## src/rtl/bch_cls_pkg.sv

```systemverilog
package bch_cls_pkg;

    localparam int WORD_W  = 15;
    localparam int SYN_W   = 4;
    localparam int CLASS_W = SYN_W + 1;

    // Moduli as full polynomials (bit SYN_W is the leading term)
    localparam logic [16:0] POLY_A = 17'h00013;  // x^4 + x + 1
    localparam logic [16:0] POLY_B = 17'h0001F;  // x^4 + x^3 + x^2 + x + 1

    // x^i reduced modulo poly of degree m; result in low m bits
    function automatic logic [15:0] xpow_mod(int i, int m, logic [16:0] poly);
        logic [16:0] r;
        r = 17'd1;
        for (int k = 0; k < i; k++) begin
            r = r << 1;
            if (r[m]) r = r ^ poly;
        end
        return r[15:0];
    endfunction

endpackage

```

## src/rtl/bch_syn_unit.sv

```systemverilog
module bch_syn_unit
    import bch_cls_pkg::*;
#(
    parameter int          N    = 15,
    parameter int          M    = 4,
    parameter logic [16:0] POLY = 17'h00013
) (
    input  logic [N-1:0] word_i,
    output logic [M-1:0] syn_o
);

    logic [M-1:0] term [N];

    generate
        for (genvar i = 0; i < N; i++) begin : g_term
            localparam logic [15:0] PW   = xpow_mod(i, M, POLY);
            localparam logic [M-1:0] PWM = PW[M-1:0];
            assign term[i] = word_i[i] ? PWM : '0;
        end
    endgenerate

    always_comb begin
        syn_o = '0;
        for (int i = 0; i < N; i++) begin
            syn_o = syn_o ^ term[i];
        end
    end

endmodule

```

## src/rtl/bch_class_det.sv

```systemverilog
module bch_class_det
    import bch_cls_pkg::*;
(
    input  logic [SYN_W-1:0]   syn_b_i,
    output logic [CLASS_W-1:0] class_o,
    output logic               heavy_o
);

    logic a, b, c, d;

    assign {d, c, b, a} = syn_b_i;

    // at least three of four ones: four 3-input ANDs, OR-reduced
    assign heavy_o = (a & b & c) | (a & b & d) | (a & c & d) | (b & c & d);

    generate
        for (genvar k = 0; k < SYN_W; k++) begin : g_flag
            assign class_o[k] = syn_b_i[k] ^ heavy_o;
        end
    endgenerate

    assign class_o[SYN_W] = heavy_o;

endmodule

```

## src/rtl/bch_col_classifier.sv

```systemverilog
module bch_col_classifier
    import bch_cls_pkg::*;
(
    input  logic [14:0] word_i,
    output logic [3:0]  syn_a_o,
    output logic [3:0]  syn_b_o,
    output logic [4:0]  class_o,
    output logic        heavy_o
);

    bch_syn_unit #(.N(WORD_W), .M(SYN_W), .POLY(POLY_A)) u_syn_a (
        .word_i (word_i),
        .syn_o  (syn_a_o)
    );

    bch_syn_unit #(.N(WORD_W), .M(SYN_W), .POLY(POLY_B)) u_syn_b (
        .word_i (word_i),
        .syn_o  (syn_b_o)
    );

    bch_class_det u_cls (
        .syn_b_i (syn_b_o),
        .class_o (class_o),
        .heavy_o (heavy_o)
    );

endmodule

```

## config.mk

```make
export PLATFORM = sky130hd
export DESIGN_NAME = bch_col_classifier
export DESIGN_NICKNAME = d
export VERILOG_FILES = /design/src/rtl/bch_cls_pkg.sv /design/src/rtl/bch_syn_unit.sv /design/src/rtl/bch_class_det.sv /design/src/rtl/bch_col_classifier.sv
export SDC_FILE = /design/constraint.sdc
export NUM_CORES = 1
export LEC_CHECK = 0
export CORE_MARGIN = 8
export CORE_UTILIZATION = 35
export DETAILED_ROUTE_END_ITERATION = 6
export GPL_TIMING_DRIVEN = 0
export PLACE_DENSITY = 0.87
export SLEW_MARGIN = 40
export SYNTH_ARGS = -nofsm -noshare
export SYNTH_HDL_FRONTEND = slang
export SYNTH_HIERARCHICAL = 1
export SYNTH_SLANG_ARGS = --single-unit
```

## constraint.sdc

```tcl
create_clock -name vclk -period 2
set_input_delay 0.4 -clock vclk [all_inputs]
set_output_delay 0.4 -clock vclk [all_outputs]
set_load 0.03 [all_outputs]
```

# [Yosys cells after proc, flatten, opt, wreduce, memory -nomap -nowiden]
# Cells that the tools add are included.
[op_classes] add_sub_neg=0 multipliers=0 n_div=0 n_lt_le_gt_ge=0 eq_ne=0 shift=0 muxes=26 bitwise_logic=39 reduce_logical=0
[ops] operator="4-bit XOR" n=25
[ops] operator="4-bit 2-to-1 mux" n=13
[ops] operator="3-bit 2-to-1 mux" n=6
[ops] operator="2-bit 2-to-1 mux" n=4
[ops] operator="1-bit bitwise AND" n=7
[ops] operator="1-bit XOR" n=4
[ops] operator="1-bit 2-to-1 mux" n=3
[ops] operator="1-bit OR" n=3
[totals] regBits=0 latchBits=0 ramBits=0 romBits=0 inputBits=15 output_inout_bits=14 elab_cells=65 mem_count=0

# [Depth between registers and ports, before layout]
# Gate-level depths: netlist (run 1).
[logic_depth] depth_word=21 ltp_mapped=6 depth_no_buf=4

# [Cells and area by module]
# Netlist (run 1), hierarchy kept.
[by_module_without_submodules] module="bch_syn_unit (u_syn_a)" n_inst=1 cells_per_inst=20 area_per_inst_um2=210.2 seq_area_each_um2=0.0
[by_module_without_submodules] module="bch_class_det" n_inst=1 cells_per_inst=22 area_per_inst_um2=182.7 seq_area_each_um2=0.0
[by_module_without_submodules] module="bch_syn_unit (u_syn_b)" n_inst=1 cells_per_inst=11 area_per_inst_um2=166.4 seq_area_each_um2=0.0

# [Worst setup path after synthesis (run 1)]
# Ideal clock, no wire load.
[synth_timing] path_type="input -> output" startpoint="input port word_i[14]" endpoint="output port class_o[4]" arrival_time_ns=2.534 required_ns=1.600 path_slack_ns=-0.934 cell_stages=6 cell_sequence="xnor3_2 xor2_1 buf_6 nand2_1 o2bb2ai_1 buf_4"
[synth_between] elab_chain_cells=7 elab_cells_between_ends=12 cone_classes="mux (1); bitwise (11)"
[synth_rtl] item="start: declaration" line_no="bch_col_classifier.sv:4" text="input logic [14:0] word_i,"
[synth_rtl] item="4-bit 2-to-1 mux (*)" line_no="bch_syn_unit.sv:18" text="assign term[i] = word_i[i] ? PWM : '0;"
[synth_rtl] item="4-bit XOR (*)" line_no="bch_syn_unit.sv:25" text="syn_o = syn_o ^ term[i];"
[synth_rtl] item="named net syn_b_o[1]" line_no="bch_col_classifier.sv:6" text="output logic [3:0] syn_b_o,"
[synth_rtl] item="1-bit bitwise AND (2 in series)" line_no="bch_class_det.sv:14" text="assign heavy_o = (a & b & c) | (a & b & d) | (a & c & d) | (b & c & d);"
[synth_rtl] item="1-bit OR (2 in series)" line_no="bch_class_det.sv:14"
[synth_rtl] item="1-bit OR (*)" line_no="bch_class_det.sv:14"
[synth_rtl] item="end: declaration" line_no="bch_col_classifier.sv:7" text="output logic [4:0] class_o,"
# Mark *: on every way through the listed nets, which the timed path passes. The rest lies on a longest branch.

# [Worst setup path after layout (run 1)]
[layout_timing] startpoint="input port word_i[4]" endpoint="output port class_o[4]"
[layout_between] elab_chain_cells=17 elab_cells_between_ends=22 cone_classes="mux (1); bitwise (21)"
[layout_rtl] item="4-bit 2-to-1 mux (*)" line_no="bch_syn_unit.sv:18"
[layout_rtl] item="4-bit XOR (*) (11 in series)" line_no="bch_syn_unit.sv:25"
[layout_rtl] item="1-bit bitwise AND (2 in series)" line_no="bch_class_det.sv:14"
[layout_rtl] item="1-bit OR (2 in series)" line_no="bch_class_det.sv:14"
[layout_rtl] item="1-bit OR (*)" line_no="bch_class_det.sv:14"
# Every way passes the cells marked *; elsewhere a longest branch is shown, timed or not.

==> results of run 1 <==
## cell usage after synthesis
cell | n | share of area [%]
sky130_fd_sc_hd__buf_6 | 4 | 8.1
sky130_fd_sc_hd__o2bb2ai_1 | 1 | 1.6
sky130_fd_sc_hd__xnor3_1 | 6 | 24
sky130_fd_sc_hd__inv_1 | 3 | 2.0
sky130_fd_sc_hd__a31oi_1 | 1 | 1.1
sky130_fd_sc_hd__xnor2_2 | 1 | 2.9
sky130_fd_sc_hd__maj3_2 | 4 | 8.1
sky130_fd_sc_hd__a21oi_2 | 1 | 1.6
sky130_fd_sc_hd__nand4b_1 | 2 | 3.1
sky130_fd_sc_hd__xnor2_1 | 18 | 28
sky130_fd_sc_hd__o22ai_2 | 1 | 2.2
sky130_fd_sc_hd__nand2_1 | 1 | 0.67
sky130_fd_sc_hd__xnor3_2 | 1 | 4.3
sky130_fd_sc_hd__o21ai_1 | 2 | 1.8
sky130_fd_sc_hd__xor2_1 | 5 | 7.8
sky130_fd_sc_hd__nand2b_1 | 1 | 1.1
sky130_fd_sc_hd__buf_4 | 1 | 1.3
## kinds of logic (layout without fill, tap and decap cells)
logic type,after synthesis,count (layout)
buffers and inverters,8,46
and+or+nand+nor,4,4
adders and majority gates,4,4
xor gates and xnor gates,31,31
AOI/OAI and AO/OA,6,6
## routing by layer
| layer | global-route usage (%) | wire [um] |
|---|---|---|
| met5 | 0 | 0 |
| met4 | 0 | 0 |
| met3 | 2.055 | 72 |
| met2 | 17.91 | 875 |
| met1 | 10.46 | 649 |
## placed cells by master, fill, tap and decap left out, drive strengths merged
master | netlist | layout
inv | 3 | 3
maj3 | 4 | 4
a21oi | 1 | 1
dlygate4sd2 | 0 | 4
a31oi | 1 | 1
clkbuf | 0 | 3
nand2 | 1 | 1
xnor2 | 19 | 19
nand2b | 1 | 1
nand4b | 2 | 2
o22ai | 1 | 1
o2bb2ai | 1 | 1
buf | 5 | 30
xor2 | 5 | 5
o21ai | 2 | 2
xnor3 | 7 | 7
clkdlybuf4s15 | 0 | 6
## per-stage QoR
step	total power, W	utilization (%)	hold slack (ns)	setup slack (ns)
global route	0.001143	69.52	1.401	-0.5357
CTS	0.001075	67.19	1.344	-0.5152
global placement	0.001037	64.45	2.191	-1.455
detailed placement	0.001052	64.45	2.201	-1.484
floorplan	0.0007336	-	1.159	-0.4240
finish	0.001088	69.52	1.365	-0.4978
## critical path, cell delays in order
cell and delay (ns):
sky130_fd_sc_hd__buf_8 0.07, sky130_fd_sc_hd__xnor3_2 0.55, sky130_fd_sc_hd__xor2_4 0.20, sky130_fd_sc_hd__buf_6 0.14, sky130_fd_sc_hd__maj3_2 0.34, sky130_fd_sc_hd__o2bb2ai_4 0.15
sky130_fd_sc_hd__buf_6 0.11, sky130_fd_sc_hd__buf_6 0.12
## repair_timing
action,CTS,global route
gates cloned,0,1
setup buffers,5,3
pin swaps,17,9
endpoints found under the setup margin,14,12
resized for setup,120,13
## how the worst max path moves through the flow
stage / from / end / slack (ns) / depth (start not counted)
CTS: word_i[14] / class_o[4] / -0.52 / 8
global placement: word_i[4] / class_o[4] / -1.45 / 8
finish: word_i[4] / class_o[4] / -0.50 / 8
global route: word_i[4] / class_o[4] / -0.54 / 8
floorplan: word_i[4] / class_o[4] / -0.42 / 6
detailed placement: word_i[4] / class_o[4] / -1.48 / 8
## power by group
group / leakage, nW / switching (W) / internal (W)
Sequential: 0 / 0 / 0
Clock: 0 / 0 / 0
Combinational: 0.489 / 0.000572 / 0.000516
Total: 0.489 / 0.000572 / 0.000516
## area by class of cell
class	instances	area (um^2)
buffer	5	56.30
multi-input combinational	45	638.1
timing repair buffer	38	321.6
inverter	3	11.26
fill	106	459.2
tap	16	20.02
==> PnR_summary.wiki, run 1 <==
{| class="wikitable"
! Metric !! Value
|-
| Outcome || finished with violations
|-
| Violated checks || setup timing
|-
| Net total in the final layout || 108
|-
| Final setup violation count || 7
|-
| Post-DP HPWL || 1.244 mm
|-
| Placed instance count || 98
|-
| Synthesis-to-finish area growth || 87.25%
|-
| Critical Path AT || 2.10 ns
|-
| VDD IR max || ~0.57 mV
|-
| Average footprint of a synthesized cell || roughly 11 um^2
|-
| Total overflow reported by the global router || 0
|-
| Detail-routed via count per cell || 4.729
|-
| Number of nets still failing antenna checks after routing || 0
|-
| Maximum number of pins on one net before global-route repair || 10
|-
| P per Cell Area || 1039 nW/um^2
|-
| Seq Cell Count || 0
|-
| Num ports || 29
|-
| Maximum fanout encountered on the critical timing path || 5
|-
| Via Count || 506
|-
| Post-synthesis share of cell area spent on and, or, nand and nor gates || 4.922%
|-
| Pleak || slightly below 0.5 nW
|-
| Synthesized-area fraction occupied by ao, oa, aoi and oai cells || under 10%
|-
| Starting utilization of the core area || 37.13%
|-
| Required time at the endpoint of the critical path || 1.60 ns
|-
| Number of distinct library cell variants in the gate-level netlist after synthesis || 17
|-
| Worst Hold Class || primary input to output port
|-
| Placement-stage cell area || 970.9 um^2
|-
| Class of the most critical setup path || primary input to output port
|-
| Remaining max-slew budget at the tightest pin || 79.64%
|-
| Core Region || 1506 um^2
|-
| Number of rows in the core area || 14
|-
| Horizontal die dimension || between 50 and 60 um
|-
| Via count of the first global-routing pass || 521
|-
| Max-cap check violation count || 0
|-
| Startpoint of the most critical hold path || word_i[4]
|-
| Part of the Yosys area used for sequential elements || 0%
|-
| Area share of xor/xnor cells in the synthesized design || 67.34%
|-
| Overall die area || between 3000 and 4000 um^2
|-
| Diode count || 0
|-
| Post-route DRC violation count || 0
|-
| Number of clock buffer instances in the layout || 0
|-
| Mux contribution to synthesized area || 0%
|-
| Final instance count without filler cells || between 100 and 150
|-
| Crit start category || primary input
|-
| Nets in the synthesized netlist || 68
|-
| Achievable Freq || between 0.4 and 0.5 GHz
|-
| Final Hold Vio Count || 0
|-
| Cell area after synthesis || 559.3 um^2
|-
| End point of the worst hold path || syn_a_o[0]
|-
| Initial antenna violation count || 0
|-
| Transition time at the pin with the least slew margin || 0.3033 ns
|-
| Post-Route WL || 1.597 mm
|-
| Unrepaired setup endpoints after global routing || yes
|-
| Total area of sequential cells || 0 um^2
|-
| Shortest period the worst path allows || 2.498 ns
|-
| Hold buffer count at CTS || 0
|-
| IO Port Bufs || 29
|-
| Synth Area in Adders || under 10%
|-
| Setup ws final || -0.4978 ns
|-
| Drt first-iter violations || 2
|-
| Pre-Repair DR Iteration Count || 3
|-
| Share of post-route cells with drive strength above 1 || 68.13%
|-
| First-pass GRT wire length || 2.525 mm
|-
| Final slew viol count || 0
|-
| Synthesized instance count || 53
|-
| Syn. warnings || 6
|-
| Final weighted congestion in routability-driven placement || 0.7998
|-
| Routed length per instance || about 15 um
|-
| Final design instance area without fill || between 1000 and 1500 um^2
|-
| Chip Height || 55.98 um
|-
| Post-Route Setup TNS || -2.607 ns
|-
| Endpoint type of the worst setup path || output port
|-
| Largest family of logic cells by synthesized area || XOR/XNOR gates
|-
| Total global routing track utilization || 9.262%
|-
| Final Cycle Share || 124.9%
|-
| Worst hold stages || 5
|}
Power figures use the tool's default switching activity.
==> run 2: changes to the inputs <==
--- a/config.mk
+++ b/config.mk
@@ -5,6 +5,7 @@
 export SDC_FILE = /design/constraint.sdc
 export NUM_CORES = 1
 export LEC_CHECK = 0
+export ABC_CLOCK_PERIOD_IN_PS = 2000
 export CORE_MARGIN = 8
 export CORE_UTILIZATION = 35
 export DETAILED_ROUTE_END_ITERATION = 6
==> results of run 2 <==
The final DEF is identical to that of run 1; final timing and power are the same.
